==> src/rtl/dbg_trig_seq.sv <==
module dbg_trig_seq #(
  parameter int NUM_CMP = 3
) (
  input  logic                   clk,
  input  logic                   rst_n,
  input  logic                   arm_i,
  input  logic                   disarm_i,
  input  logic                   trig_i,
  input  logic                   trace_en_i,
  input  logic                   brk_en_i,
  input  logic [2*NUM_CMP-1:0]   cfg_s1_i,
  input  logic [2*NUM_CMP-1:0]   cfg_s2_i,
  input  logic [NUM_CMP-1:0]     match_i,
  input  logic [NUM_CMP-1:0]     tag_mode_i,
  input  logic                   exec_valid_i,
  input  logic [NUM_CMP-1:0]     exec_tag_i,
  input  logic                   flush_i,
  output logic [1:0]             state_o,
  output logic                   trace_start_o,
  output logic                   brk_req_o
);
  localparam int CFG_W = 2*NUM_CMP;
  localparam logic [1:0] ST_IDLE = 2'b00, ST_ONE = 2'b01, ST_TWO = 2'b10, ST_FIN = 2'b11;

  logic [1:0]         state_q, state_d, tgt;
  logic [NUM_CMP-1:0] pend_q, pend_d, evt, exec_hit;
  logic               trace_q, brk_q;

  wire              armed    = (state_q == ST_ONE) || (state_q == ST_TWO);
  wire [CFG_W-1:0]  cfg      = (state_q == ST_TWO) ? cfg_s2_i : cfg_s1_i;
  wire              entering = (state_d == ST_FIN) && (state_q != ST_FIN);

  assign exec_hit = exec_valid_i ? exec_tag_i : '0;
  assign evt      = armed ? ((match_i & ~tag_mode_i) | (exec_hit & pend_q)) : '0;

  always_comb begin
    tgt = ST_IDLE;
    for (int k = NUM_CMP-1; k >= 0; k--)
      if (evt[k] && cfg[2*k +: 2] != ST_IDLE) tgt = cfg[2*k +: 2];
  end

  always_comb begin
    if (disarm_i)                     state_d = ST_IDLE;
    else if (armed && trig_i)         state_d = ST_FIN;
    else if (state_q == ST_IDLE && arm_i) state_d = ST_ONE;
    else if (tgt != ST_IDLE)          state_d = tgt;
    else                              state_d = state_q;
  end

  always_comb begin
    if (disarm_i || flush_i || !armed) pend_d = '0;
    else pend_d = (pend_q & ~exec_hit) | (match_i & tag_mode_i);
  end

  always_ff @(posedge clk or negedge rst_n) begin
    if (!rst_n) begin
      state_q <= ST_IDLE;
      pend_q  <= '0;
      trace_q <= 1'b0;
      brk_q   <= 1'b0;
    end else begin
      state_q <= state_d;
      pend_q  <= pend_d;
      trace_q <= entering & trace_en_i;
      brk_q   <= entering & brk_en_i;
    end
  end

  assign state_o       = state_q;
  assign trace_start_o = trace_q;
  assign brk_req_o     = brk_q;

  p_arm_r2: assert property (@(posedge clk) disable iff (!rst_n)
    (state_o == ST_IDLE && arm_i && !disarm_i) |=> state_o == ST_ONE);

  p_disarm_r3: assert property (@(posedge clk) disable iff (!rst_n)
    disarm_i |=> state_o == ST_IDLE);

  p_tag_waits_r5: assert property (@(posedge clk) disable iff (!rst_n)
    (armed && !disarm_i && !trig_i && !exec_valid_i && ((match_i & ~tag_mode_i) == '0))
    |=> $stable(state_o));

  p_trig_r8: assert property (@(posedge clk) disable iff (!rst_n)
    (armed && trig_i && !disarm_i) |=> state_o == ST_FIN);

  p_brk_pulse_r9: assert property (@(posedge clk) disable iff (!rst_n)
    brk_req_o |=> !brk_req_o);

  p_trace_pulse_r9: assert property (@(posedge clk) disable iff (!rst_n)
    trace_start_o |=> !trace_start_o);

  p_pulse_in_final_r9: assert property (@(posedge clk) disable iff (!rst_n)
    (brk_req_o || trace_start_o) |-> state_o == ST_FIN);

  p_final_hold_r10: assert property (@(posedge clk) disable iff (!rst_n)
    (state_o == ST_FIN && !disarm_i) |=> state_o == ST_FIN);
endmodule

==> config.mk <==
export PLATFORM = sky130hd
export DESIGN_NAME = dbg_trig_seq
export DESIGN_NICKNAME = d
export VERILOG_FILES = /design/src/rtl/dbg_trig_seq.sv
export SDC_FILE = /design/constraint.sdc
export NUM_CORES = 1
export LEC_CHECK = 0
export BUFFER_PORTS_ARGS = -buffer_cell sky130_fd_sc_hd__buf_2
export CAP_MARGIN = 20
export CORE_AREA = 2 2 39 41
export DETAILED_ROUTE_END_ITERATION = 10
export DIE_AREA = 0 0 41 43
export HOLD_SLACK_MARGIN = 0.06
export PLACE_DENSITY_LB_ADDON = 0.25
export SYNTH_ARGS = -nofsm -noshare
export SYNTH_HDL_FRONTEND = slang
export SYNTH_SLANG_ARGS = --single-unit
==> constraint.sdc <==
create_clock -name clk -period 3.6 [get_ports clk]
set_input_delay 0.72 -clock clk [delete_from_list [all_inputs] [get_ports clk]]
set_output_delay 0.72 -clock clk [all_outputs]
set_load 0.005 [all_outputs]
==> out/summary.json <==
{
  "timing.critical_path.fanout_max": {"value": 6},
  "via_count_of_the_first_global_routing_pass": {"value": 526},
  "worst_hold_slack": {"value": 299, "unit": "ps"},
  "fin_setup_tns": {"value": 0, "unit": "ps"},
  "core_region_area": {"value": 0.00138, "unit": "mm^2"},
  "post_synth_num_cell_types": {"value": 28},
  "syn_area_per_cell": {"value": 9.42, "unit": "um^2"},
  "grt_overflow": {"value": 0},
  "total_length_of_routed_wires": {"value": 1290, "unit": "um"},
  "synthDominantAreaCellType": {"value": "sky130_fd_sc_hd__dfrtp_1"},
  "die_ar": {"value": 0.00176, "unit": "mm^2"},
  "rows": {"value": 14},
  "ys.warnings.count": {"value": 0},
  "clock_tree_from_tritoncts": {"value": "done"},
  "timing.critical_path.to_type": {"value": "flip-flop"},
  "number_of_pins_exceeding_their_max_slew_limit_in_the_final_report": {"value": 0},
  "worst_path_max_delay_cell": {"value": "sky130_fd_sc_hd__dfrtp_1"},
  "synthesis.instances": {"value": 59},
  "synth_seq_cells": {"value": 7},
  "setup.worst_path.class": {"value": "reg2reg"},
  "wl_per_cell": {"value": 11.7, "unit": "um"},
  "gpl.final_weighted_congestion": {"value": 0.769},
  "vdd_ir_drop_max": {"value": 0.000344, "unit": "V"},
  "clockBufferDepth": {"value": 2},
  "cp_data_arrival_time": {"value": 2390, "unit": "ps"},
  "start_util": {"value": 0.401},
  "grt_pass1_wl": {"value": 1970, "unit": "um"},
  "die-width": {"value": 41, "unit": "um"},
  "length_of_the_first_detailed_routing_pass_in_iterations": {"value": 4},
  "pin_count": {"value": 34},
  "critical-path-max-stage-delay": {"value": 400, "unit": "ps"},
  "synthesis.area": {"value": 556, "unit": "um^2"},
  "critical_path_s_top_delay_family": {"value": "simple AND/OR/NAND/NOR gates"},
  "grt_start_max_net_pins": {"value": 10},
  "worst_ep_required_time": {"value": 3730, "unit": "ps"},
  "timing_hold_violations_final": {"value": 0},
  "clk_pin_slew": {"value": 50, "unit": "ps"},
  "htree_levels": {"value": 1},
  "tritoncts_num_sinks": {"value": 7},
  "design.final.nets": {"value": 128},
  "setup_violations": {"value": 0},
  "layout.core_utilization": {"value": 0.538},
  "timing.clock.skew": {"value": 0.356, "unit": "ps"},
  "grt_setup_unrepaired": {"value": "no"},
  "drt.antenna.violating_nets": {"value": 0},
  "cp_cell_sequence": {"value": "inv_1 > ha_1 > mux2_4 > o211ai_2 > or3b_1 > o221a_1 > nor4b_1"},
  "postCtsSetupRepairBufs": {"value": 0},
  "antenna_found_initial": {"value": 0},
  "syn-num-nets": {"value": 92},
  "total_power": {"value": 416, "unit": "uW"},
  "synth.top_cell.area_share": {"value": 0.315},
  "maxCapViolations": {"value": 0},
  "leakage": {"value": 0.376, "unit": "nW"},
  "powerDensity": {"value": 559, "unit": "mW/mm^2"},
  "tritoncts.num_buffers": {"value": 3},
  "groute.usage.overall": {"value": 0.169},
  "dp_hpwl": {"value": 1120, "unit": "um"},
  "post_cts.resized_instances": {"value": 0},
  "area_growth_syn_to_layout": {"value": 34.0, "unit": "%"},
  "worst_slew_pin_slew": {"value": 435, "unit": "ps"},
  "critical_path.n_buffers_inverters": {"value": 1},
  "final_period_minus_worst_setup_slack": {"value": 2250, "unit": "ps"},
  "clock_insertion_delay_worst_skew": {"value": 240, "unit": "ps"},
  "via_density_per_instance": {"value": 5.19},
  "antenna_cells_inserted": {"value": 0},
  "final_min_period_over_clock_period": {"value": 0.626},
  "route.vias.total": {"value": 571},
  "slew_headroom": {"value": 0.708},
  "fmax": {"value": 444, "unit": "MHz"},
  "post_synth_main_area_contributors": {"value": "sky130_fd_sc_hd__dfrtp_1 32%, sky130_fd_sc_hd__mux2i_1 7.2%, sky130_fd_sc_hd__ha_1 6.8%"},
  "cts_hold_buf": {"value": 0},
  "drive_above_1_share": {"value": 0.436},
  "start_kind": {"value": "flip-flop"},
  "ys_seq_area_frac": {"value": 0.315},
  "drc_errors": {"value": 0},
  "chipHeight": {"value": 43, "unit": "um"},
  "io_buffer_count": {"value": 33},
  "root_buffer": {"value": "sky130_fd_sc_hd__clkbuf_4"},
  "status": {"value": "finished clean"},
  "min-delay-path-class": {"value": "in2async"},
  "drt_first_iter_violations": {"value": 8}
}
-- metrics by stage --
stage          cell area [um^2]  std cells  worst slack [ps]
2_1_floorplan               556         59              1570
3_3_place_gp                718        106              1410
3_5_place_dp                718        106              1350
4_1_cts                     744        110              1330
5_1_grt                     744        110              1220
6_report                    744        110              1350
-- layout by cell type, fill, tap and decap left out, types with 3 or more instances in the layout --
master                     instances
sky130_fd_sc_hd__a22oi_1           3
sky130_fd_sc_hd__nand2_1           5
sky130_fd_sc_hd__clkbuf_4          3
sky130_fd_sc_hd__inv_1             3
sky130_fd_sc_hd__ha_1              3
sky130_fd_sc_hd__nor2_1            5
sky130_fd_sc_hd__mux2i_1           4
sky130_fd_sc_hd__a21oi_1           4
sky130_fd_sc_hd__buf_2            33
sky130_fd_sc_hd__dfrtp_1           7
-- cell usage after synthesis --
cell type and instances:
sky130_fd_sc_hd__nand4_1 2, sky130_fd_sc_hd__or3b_1 1, sky130_fd_sc_hd__dfrtp_1 7, sky130_fd_sc_hd__o211ai_2 1
sky130_fd_sc_hd__nor3_1 1, sky130_fd_sc_hd__and3_1 1, sky130_fd_sc_hd__nand3b_1 2, sky130_fd_sc_hd__buf_6 2
sky130_fd_sc_hd__and2_2 1, sky130_fd_sc_hd__mux2i_1 4, sky130_fd_sc_hd__nand2_1 5, sky130_fd_sc_hd__o211ai_1 1
sky130_fd_sc_hd__mux2_2 1, sky130_fd_sc_hd__a21oi_1 4, sky130_fd_sc_hd__inv_1 3, sky130_fd_sc_hd__a21o_1 1
sky130_fd_sc_hd__o221a_1 1, sky130_fd_sc_hd__or3_1 1, sky130_fd_sc_hd__ha_1 3, sky130_fd_sc_hd__mux2_4 1
sky130_fd_sc_hd__nor3b_1 1, sky130_fd_sc_hd__o21ai_0 1, sky130_fd_sc_hd__a22oi_1 3, sky130_fd_sc_hd__nor2_1 5
sky130_fd_sc_hd__a211oi_1 2, sky130_fd_sc_hd__and2b_2 1, sky130_fd_sc_hd__a22o_1 1, sky130_fd_sc_hd__nor4b_1 2
-- power by group --
part,total [mW],internal [mW],switching (mW)
sequential,0.114,0.0998,0.0138
combinational,0.235,0.109,0.127
clock,0.0672,0.0421,0.0252
-- metal layers --
layer / part of all wire / global-route usage
met1: 0.44 / 0.200
met2: 0.47 / 0.259
met3: 0.088 / 0.0419
met4: 0 / 0.100
met5: 0 / 0
-- flip-flops by register name, summed over array words and instances, names as in the netlist --
| register | count |
|---|---|
| state_o | 2 |
| brk_req_o | 1 |
| pend_q | 3 |
| trace_start_o | 1 |
-- cell families (layout without fill, tap and decap cells) --
| family | after synthesis | after routing | share of synthesized area |
|---|---|---|---|
| adders and majority gates | 3 | 3 | 0.0676 |
| and+or+nand+nor | 23 | 23 | 0.239 |
| buffers and inverters | 5 | 40 | 0.0608 |
| muxes | 6 | 6 | 0.119 |
| DFF | 7 | 7 | 0.315 |
| AOI/OAI and AO/OA | 15 | 15 | 0.198 |
-- worst paths after layout --
| path | start | end | slack [ps] | depth (start not counted) |
|---|---|---|---|---|
| hold / removal | rst_n | brk_req_o | 300 | 1 |
| setup / recovery | state_o[0] | trace_start_o | 1350 | 7 |
| setup reg to reg | state_o[0] | trace_start_o | 1350 | 7 |
| max in group asynchronous | rst_n | trace_start_o | 3150 | 1 |
| min in group clk | pend_q[0] | pend_q[0] | 540 | 2 |
| hold reg to reg | pend_q[0] | pend_q[0] | 540 | 2 |
-- layout make-up --
class / instances / area (um^2)
repair buffers: 33 / 165
clock buffers: 4 / 26.3
multi-input cells: 47 / 347
fillers: 143 / 639
flip-flops and latches: 7 / 175
inverters: 3 / 11.3
well taps: 16 / 20.0
(Power assumes the default switching activity.)
